`config.mk`:
```
export PLATFORM = sky130hd
export DESIGN_NAME = svid_rx
export DESIGN_NICKNAME = d
export VERILOG_FILES = /design/src/rtl/svid_pkg.sv /design/src/rtl/svid_filt.sv /design/src/rtl/svid_bus.sv /design/src/rtl/svid_eng.sv /design/src/rtl/svid_regs.sv /design/src/rtl/svid_rx.sv
export SDC_FILE = /design/constraint.sdc
export NUM_CORES = 1
export LEC_CHECK = 0
export ABC_CLOCK_PERIOD_IN_PS = 2550
export CAP_MARGIN = 40
export CORE_ASPECT_RATIO = 0.8
export CORE_MARGIN = 1
export CORE_UTILIZATION = 35
export DETAILED_ROUTE_END_ITERATION = 7
export MAX_ROUTING_LAYER = met4
export PLACE_DENSITY = 0.55
export SYNTH_ARGS = -nofsm -noshare
export SYNTH_HDL_FRONTEND = slang
export SYNTH_SLANG_ARGS = --single-unit
```
`constraint.sdc`:
```
create_clock -name clk -period 2.55 [get_ports clk]
set_input_delay 0.3825 -clock clk [delete_from_list [all_inputs] [get_ports clk]]
set_output_delay 0.3825 -clock clk [all_outputs]
set_load 0.05 [all_outputs]
```
`src/rtl/svid_pkg.sv`:
```
package svid_pkg;
  localparam int VID_W = 7;
  localparam int NRAIL = 2;

  typedef enum logic [2:0] {
    S_IDLE, S_ADDR, S_ACK1, S_DATA, S_ACK2, S_SKIP
  } eng_state_e;

  typedef logic [NRAIL-1:0] rail_mask_t;  // bit 0 core, bit 1 northbridge
endpackage

```
`src/rtl/svid_filt.sv`:
```
module svid_filt #(
  parameter int SYNC_STAGES = 2,
  parameter int FILT_LEN    = 4,
  parameter bit IDLE_LVL    = 1'b1
) (
  input  logic clk,
  input  logic rst_n,
  input  logic din,
  output logic dout
);
  localparam int CW = $clog2(FILT_LEN + 1);

  logic [SYNC_STAGES-1:0] sy;
  logic [CW-1:0]          cnt;

  always_ff @(posedge clk or negedge rst_n) begin
    if (!rst_n) sy <= {SYNC_STAGES{IDLE_LVL}};
    else        sy <= {sy[SYNC_STAGES-2:0], din};
  end

  // output follows the synchronized level only after FILT_LEN equal samples
  always_ff @(posedge clk or negedge rst_n) begin
    if (!rst_n) begin
      dout <= IDLE_LVL;
      cnt  <= '0;
    end else if (sy[SYNC_STAGES-1] == dout) begin
      cnt <= '0;
    end else if (cnt == CW'(FILT_LEN - 1)) begin
      dout <= sy[SYNC_STAGES-1];
      cnt  <= '0;
    end else begin
      cnt <= cnt + 1'b1;
    end
  end
endmodule

```
`src/rtl/svid_bus.sv`:
```
module svid_bus #(
  parameter int SYNC_STAGES = 2,
  parameter int FILT_LEN    = 4
) (
  input  logic clk,
  input  logic rst_n,
  input  logic scl_in,
  input  logic sda_in,
  output logic scl_f,
  output logic sda_f,
  output logic scl_rise,
  output logic scl_fall,
  output logic start_c,
  output logic stop_c
);
  logic [1:0] raw, filt;
  logic       scl_p, sda_p;

  assign raw = {sda_in, scl_in};

  for (genvar i = 0; i < 2; i++) begin : g_line
    svid_filt #(.SYNC_STAGES(SYNC_STAGES), .FILT_LEN(FILT_LEN), .IDLE_LVL(1'b1)) u_filt (
      .clk(clk), .rst_n(rst_n), .din(raw[i]), .dout(filt[i])
    );
  end

  assign scl_f = filt[0];
  assign sda_f = filt[1];

  always_ff @(posedge clk or negedge rst_n) begin
    if (!rst_n) begin
      scl_p <= 1'b1;
      sda_p <= 1'b1;
    end else begin
      scl_p <= scl_f;
      sda_p <= sda_f;
    end
  end

  assign scl_rise = scl_f & ~scl_p;
  assign scl_fall = ~scl_f & scl_p;
  assign start_c  = scl_f & scl_p & sda_p & ~sda_f;
  assign stop_c   = scl_f & scl_p & ~sda_p & sda_f;
endmodule

```
`src/rtl/svid_eng.sv`:
```
module svid_eng
  import svid_pkg::*;
#(
  parameter logic [6:0] ADDR_BOTH = 7'b1100011,
  parameter logic [6:0] ADDR_CORE = 7'b1100010,
  parameter logic [6:0] ADDR_NB   = 7'b1100001
) (
  input  logic             clk,
  input  logic             rst_n,
  input  logic             active,
  input  logic             sda_f,
  input  logic             scl_rise,
  input  logic             scl_fall,
  input  logic             start_c,
  input  logic             stop_c,
  output logic             sda_pull,
  output logic             cmt,
  output rail_mask_t       cmt_mask,
  output logic [VID_W-1:0] cmt_vid
);
  eng_state_e st;
  logic [7:0] sh;
  logic [3:0] cnt;
  rail_mask_t hit;

  // address byte decode: sh[7:1] address, sh[0] read/write
  always_comb begin
    hit = '0;
    if (!sh[0]) begin
      if (sh[7:1] == ADDR_BOTH)      hit = 2'b11;
      else if (sh[7:1] == ADDR_CORE) hit = 2'b01;
      else if (sh[7:1] == ADDR_NB)   hit = 2'b10;
    end
  end

  always_ff @(posedge clk or negedge rst_n) begin
    if (!rst_n) begin
      st       <= S_IDLE;
      sh       <= '0;
      cnt      <= '0;
      sda_pull <= 1'b0;
      cmt      <= 1'b0;
      cmt_mask <= '0;
      cmt_vid  <= '0;
    end else if (!active) begin
      st       <= S_IDLE;
      cnt      <= '0;
      sda_pull <= 1'b0;
      cmt      <= 1'b0;
    end else begin
      cmt <= 1'b0;
      if (start_c) begin
        st       <= S_ADDR;
        cnt      <= '0;
        sda_pull <= 1'b0;
      end else if (stop_c) begin
        st       <= S_IDLE;
        sda_pull <= 1'b0;
      end else begin
        unique case (st)
          S_ADDR, S_DATA: begin
            if (scl_rise && cnt < 4'd8) begin
              sh  <= {sh[6:0], sda_f};
              cnt <= cnt + 4'd1;
            end else if (scl_fall && cnt == 4'd8) begin
              if (st == S_DATA) begin
                cmt_vid  <= sh[VID_W-1:0];
                sda_pull <= 1'b1;
                st       <= S_ACK2;
              end else if (hit != '0) begin
                cmt_mask <= hit;
                sda_pull <= 1'b1;
                st       <= S_ACK1;
              end else begin
                st <= S_SKIP;
              end
            end
          end
          S_ACK1: if (scl_fall) begin
            sda_pull <= 1'b0;
            cnt      <= '0;
            st       <= S_DATA;
          end
          S_ACK2: if (scl_fall) begin
            sda_pull <= 1'b0;
            cmt      <= 1'b1;
            st       <= S_SKIP;
          end
          default: ;
        endcase
      end
    end
  end
endmodule

```
`src/rtl/svid_regs.sv`:
```
module svid_regs
  import svid_pkg::*;
#(
  parameter logic [4*VID_W-1:0] BOOT_VIDS = {7'h38, 7'h30, 7'h28, 7'h20},
  parameter logic [VID_W-1:0]   RST_VID   = 7'h7F
) (
  input  logic             clk,
  input  logic             rst_n,
  input  logic             en,
  input  logic [1:0]       boot_code,
  input  logic             cmt,
  input  rail_mask_t       cmt_mask,
  input  logic [VID_W-1:0] cmt_vid,
  output logic [VID_W-1:0] vid [NRAIL],
  output logic [NRAIL-1:0] upd,
  output logic [NRAIL-1:0] rail_en
);
  logic             en_q;
  logic             boot_ld;
  logic [VID_W-1:0] boot_vid;

  always_ff @(posedge clk or negedge rst_n) begin
    if (!rst_n) en_q <= 1'b0;
    else        en_q <= en;
  end

  assign boot_ld  = en & ~en_q;
  assign boot_vid = BOOT_VIDS[boot_code*VID_W +: VID_W];

  for (genvar r = 0; r < NRAIL; r++) begin : g_rail
    always_ff @(posedge clk or negedge rst_n) begin
      if (!rst_n) begin
        vid[r]     <= RST_VID;
        upd[r]     <= 1'b0;
        rail_en[r] <= 1'b0;
      end else if (!en) begin
        upd[r]     <= 1'b0;
        rail_en[r] <= 1'b0;
      end else if (boot_ld) begin
        vid[r]     <= boot_vid;
        upd[r]     <= 1'b1;
        rail_en[r] <= 1'b1;
      end else if (cmt && cmt_mask[r]) begin
        vid[r] <= cmt_vid;
        upd[r] <= 1'b1;
      end else begin
        upd[r] <= 1'b0;
      end
    end
  end
endmodule

```
`src/rtl/svid_rx.sv`:
```
module svid_rx
  import svid_pkg::*;
#(
  parameter int                 SYNC_STAGES = 2,
  parameter int                 FILT_LEN    = 4,
  parameter logic [6:0]         ADDR_BOTH   = 7'b1100011,
  parameter logic [6:0]         ADDR_CORE   = 7'b1100010,
  parameter logic [6:0]         ADDR_NB     = 7'b1100001,
  parameter logic [4*VID_W-1:0] BOOT_VIDS   = {7'h38, 7'h30, 7'h28, 7'h20},
  parameter logic [VID_W-1:0]   RST_VID     = 7'h7F
) (
  input  logic             clk,
  input  logic             rst_n,
  input  logic             en,
  input  logic             pgood,
  input  logic             scl_in,
  input  logic             sda_in,
  output logic             sda_pull,
  output logic [VID_W-1:0] core_vid,
  output logic             core_upd,
  output logic             core_en,
  output logic [VID_W-1:0] nb_vid,
  output logic             nb_upd,
  output logic             nb_en
);
  logic             scl_f, sda_f, scl_rise, scl_fall, start_c, stop_c;
  logic             cmt;
  rail_mask_t       cmt_mask;
  logic [VID_W-1:0] cmt_vid;
  logic [VID_W-1:0] vid [NRAIL];
  logic [NRAIL-1:0] upd, rail_en;

  svid_bus #(.SYNC_STAGES(SYNC_STAGES), .FILT_LEN(FILT_LEN)) u_bus (
    .clk(clk), .rst_n(rst_n), .scl_in(scl_in), .sda_in(sda_in),
    .scl_f(scl_f), .sda_f(sda_f), .scl_rise(scl_rise), .scl_fall(scl_fall),
    .start_c(start_c), .stop_c(stop_c)
  );

  svid_eng #(.ADDR_BOTH(ADDR_BOTH), .ADDR_CORE(ADDR_CORE), .ADDR_NB(ADDR_NB)) u_eng (
    .clk(clk), .rst_n(rst_n), .active(en & pgood), .sda_f(sda_f),
    .scl_rise(scl_rise), .scl_fall(scl_fall), .start_c(start_c), .stop_c(stop_c),
    .sda_pull(sda_pull), .cmt(cmt), .cmt_mask(cmt_mask), .cmt_vid(cmt_vid)
  );

  svid_regs #(.BOOT_VIDS(BOOT_VIDS), .RST_VID(RST_VID)) u_regs (
    .clk(clk), .rst_n(rst_n), .en(en), .boot_code({scl_f, sda_f}),
    .cmt(cmt), .cmt_mask(cmt_mask), .cmt_vid(cmt_vid),
    .vid(vid), .upd(upd), .rail_en(rail_en)
  );

  assign core_vid = vid[0];
  assign nb_vid   = vid[1];
  assign core_upd = upd[0];
  assign nb_upd   = upd[1];
  assign core_en  = rail_en[0];
  assign nb_en    = rail_en[1];
endmodule

```
==> results.toml <==
[placed_design]
hpwl_mm = 3.14
post_dp_cell_area_sq_um = 2870
place_inst = 317
gp_congestion = 0.760
io_buffers = 24

[layout]
final_area_sq_um = 3040
drive_above_1_share_pct = 21.5
final_common_cell = "dfrtp_1"
finalCoreUtilization_pct = 43.4
finalNonFillerCells = 333
seq_area_sq_um = 1480
mostFrequentLayoutCells = "dfrtp_1 (36), nand2_1 (31), clkdlybuf4s50_1 (23)"
area_growth_pct = 17.9
diodes = 0
fill_cells = 668
nets = 251
multiInputGateArea_sq_um = 991

[critical_path]
critPathCaptureType = "output port"
critical_path_class = "reg -> out"
max_stage_delay_ns = 0.80
arrival_ns = 1.68
cp_slowest_cell = "clkdlybuf4s50_1"
cpLargestDelayFamily = "buffers and inverters"
path_buf_inv = 1
path_max_fanout = 3
critPathLaunchType = "flip-flop"
cp_cell_sequence = "clkdlybuf4s50_1"
critPathRequiredTime_ns = 2.17

[floorplanning]
num_rows = 27
die_w_um = 97.9
ios = 25
die_h_um = 78.8
initial_core_util_pct = 36.9
die-area_sq_um = 7710
core_area_sq_um = 6990

[yosys]
syn-cell-area_sq_um = 2580
yosys-top-cells-area = "dfrtp_1 (35%), dfstp_2 (22%), nand2_1 (4.5%)"
synth-edff-count = 0
postSynthAreaPerCell_sq_um = 11.9
ys_warn_count = 0
synth_top_cell_area_share_pct = 35.0
ys_types = 51
ys_ff_latch = 58
synthesis.nets = 226
yosysSeqAreaShare_pct = 57.4
synth_cells = 216
synthArstFlopShare_pct = 100
synth-main-ff-cell = "dfrtp_1"
synth_area_leader_cell = "dfrtp_1"

[global_route]
antenna_found_initial = 0
grt_pass1_wl_mm = 8.00
grt_overflow_total = 0
grt_use_total_pct = 14.1
grt_pass1_vias = 1626
grt_max_degree = 38

[detailed_routing]
wl_mm = 4.46
avgRoutedWirePerCell_um = 13.4
dr.pass1.iters = 6
antenna_left = 0
drc = 7
first_iter_violations = 84
vias = 1613
via_per_inst = 4.84

[power]
p_leak_nw = 1.32
powerDensity_nw_per_um2 = 755
peakVddDrop_uv = 322

[timing]
fin_crit_ns = 2.06
rsz0062_at_grt = "no"
timing.fmax_mhz = 485
fin_setup_tns_ns = 0
worst_pin_slew_ns = 0.521
finClkSkew_ns = 0.00861
timing.slew.headroom_pct = 65.3
setup_viol = 0
maxSlewViolCount = 0
hold_viol = 0
whs_ns = 0.0103
fin_crit_sh_pct = 80.8

[clocking]
clk_latency_ns = 0.34
clkSinkCount = 58
postCtsHoldBufs = 0
root_buffer = "clkbuf_8"
cts_tree = "yes"
cts_buffer_depth = 2
cts_resized = 0
cts_inserted_buffers = 9
h-tree-depth = 3
clk_pin_slew_worst_paths_ns = 0.07
cts_setup_buffers = 0

[hold_path]
hp-class = "in -> async"

[run_status]
violations = "design-rule violations"
status = "finished with violations"

[job]
cap_violations = 0
## cell usage after synthesis, drive strengths merged, types with 2 or more instances
master	count
ha	4
nor3b	4
and3	2
inv	8
o21ai	14
dfstp	22
mux2	19
nand2b	3
nor2b	3
nand4	3
a21oi	8
nor3	4
nand2	31
mux2i	2
dfrtp	36
clkbuf	4
buf	8
xnor2	3
or4	2
nand3	2
nand4bb	3
nor2	10
a21boi	2
## kinds of logic (layout without fill, tap and decap cells)
logic type	count (synthesis)	after routing	synth area share, %
AO/OA/AOI/OAI	33	33	8.30
XOR/XNOR	4	4	1.36
adder cells (fa/ha/maj)	4	4	1.94
buffers and inverters	20	50	4.17
flip-flops	58	58	57.4
multiplexers	21	21	10.1
AND/OR/NAND/NOR	76	76	16.7
## flip-flops by register name (all words and copies together), names as in the netlist
signal,cells
u_bus.g_line.u_filt.cnt,6
u_bus.g_line.u_filt.dout,2
u_bus.g_line.u_filt.sy,4
u_bus.scl_p,1
u_bus.sda_p,1
u_eng.cmt,1
u_eng.cmt_mask,2
u_eng.cmt_vid,7
u_eng.cnt,4
u_eng.sda_pull,1
u_eng.sh,8
u_eng.st,3
u_regs.en_q,1
u_regs.rail_en,1
u_regs.upd,2
u_regs.vid,14
## area by class of cell
class / count / area share (%)
Inverter: 8 / 0.988
Clock inverter: 3 / 0.577
Clock buffer: 13 / 4.90
Tap cell: 87 / 3.58
Multi-Input combinational cell: 138 / 32.6
Timing Repair Buffer: 26 / 8.65
Sequential cell: 58 / 48.7
## worst paths after layout
kind	from	endpoint	slack [ns]	cells past startpoint
setup / recovery	u_regs.vid[12]$_DFFE_PN1P_	core_vid[5]	0.49	1
min in group clk	u_bus.g_line[1].u_filt.sy[0]$_DFF_PN1_	u_bus.g_line[1].u_filt.sy[1]$_DFF_PN1_	0.35	0
max in group asynchronous	rst_n	u_regs.vid[3]$_DFFE_PN1P_	1.88	2
hold / removal	rst_n	u_bus.g_line[0].u_filt.cnt[0]$_DFF_PN0_	0.01	1
setup reg to reg	u_bus.g_line[0].u_filt.dout$_DFFE_PN1P_	u_eng.cmt_vid[2]$_DFFE_PN0P_	0.62	4
hold reg to reg	u_bus.g_line[1].u_filt.sy[0]$_DFF_PN1_	u_bus.g_line[1].u_filt.sy[1]$_DFF_PN1_	0.35	0
## power breakdown
part	switching, W	internal (W)	total [W]
clock network	0.000337	0.000376	0.000713
logic	0.000220	0.000163	0.000383
registers	0.000142	0.00106	0.00120
## per-layer routing
| metal | GRT usage (%) | part of all wire, % | up-vias |
|---|---|---|---|
| li1 | - | - | 808 |
| met1 | 18.2 | 52 | 767 |
| met2 | 19.6 | 42 | 30 |
| met3 | 5.55 | 5.2 | 8 |
| met4 | 5.45 | 1.3 | 0 |
| met5 | - | 0 | - |
## through the flow
stage          setup slack, ns  total power, W
6_report                 0.489         0.00229
5_1_grt                  0.425         0.00243
4_1_cts                  0.465         0.00233
3_5_place_dp             0.445         0.00160
3_3_place_gp             0.462         0.00160
2_1_floorplan            0.719         0.00148
Note: power is estimated with default switching activity, not from simulation.
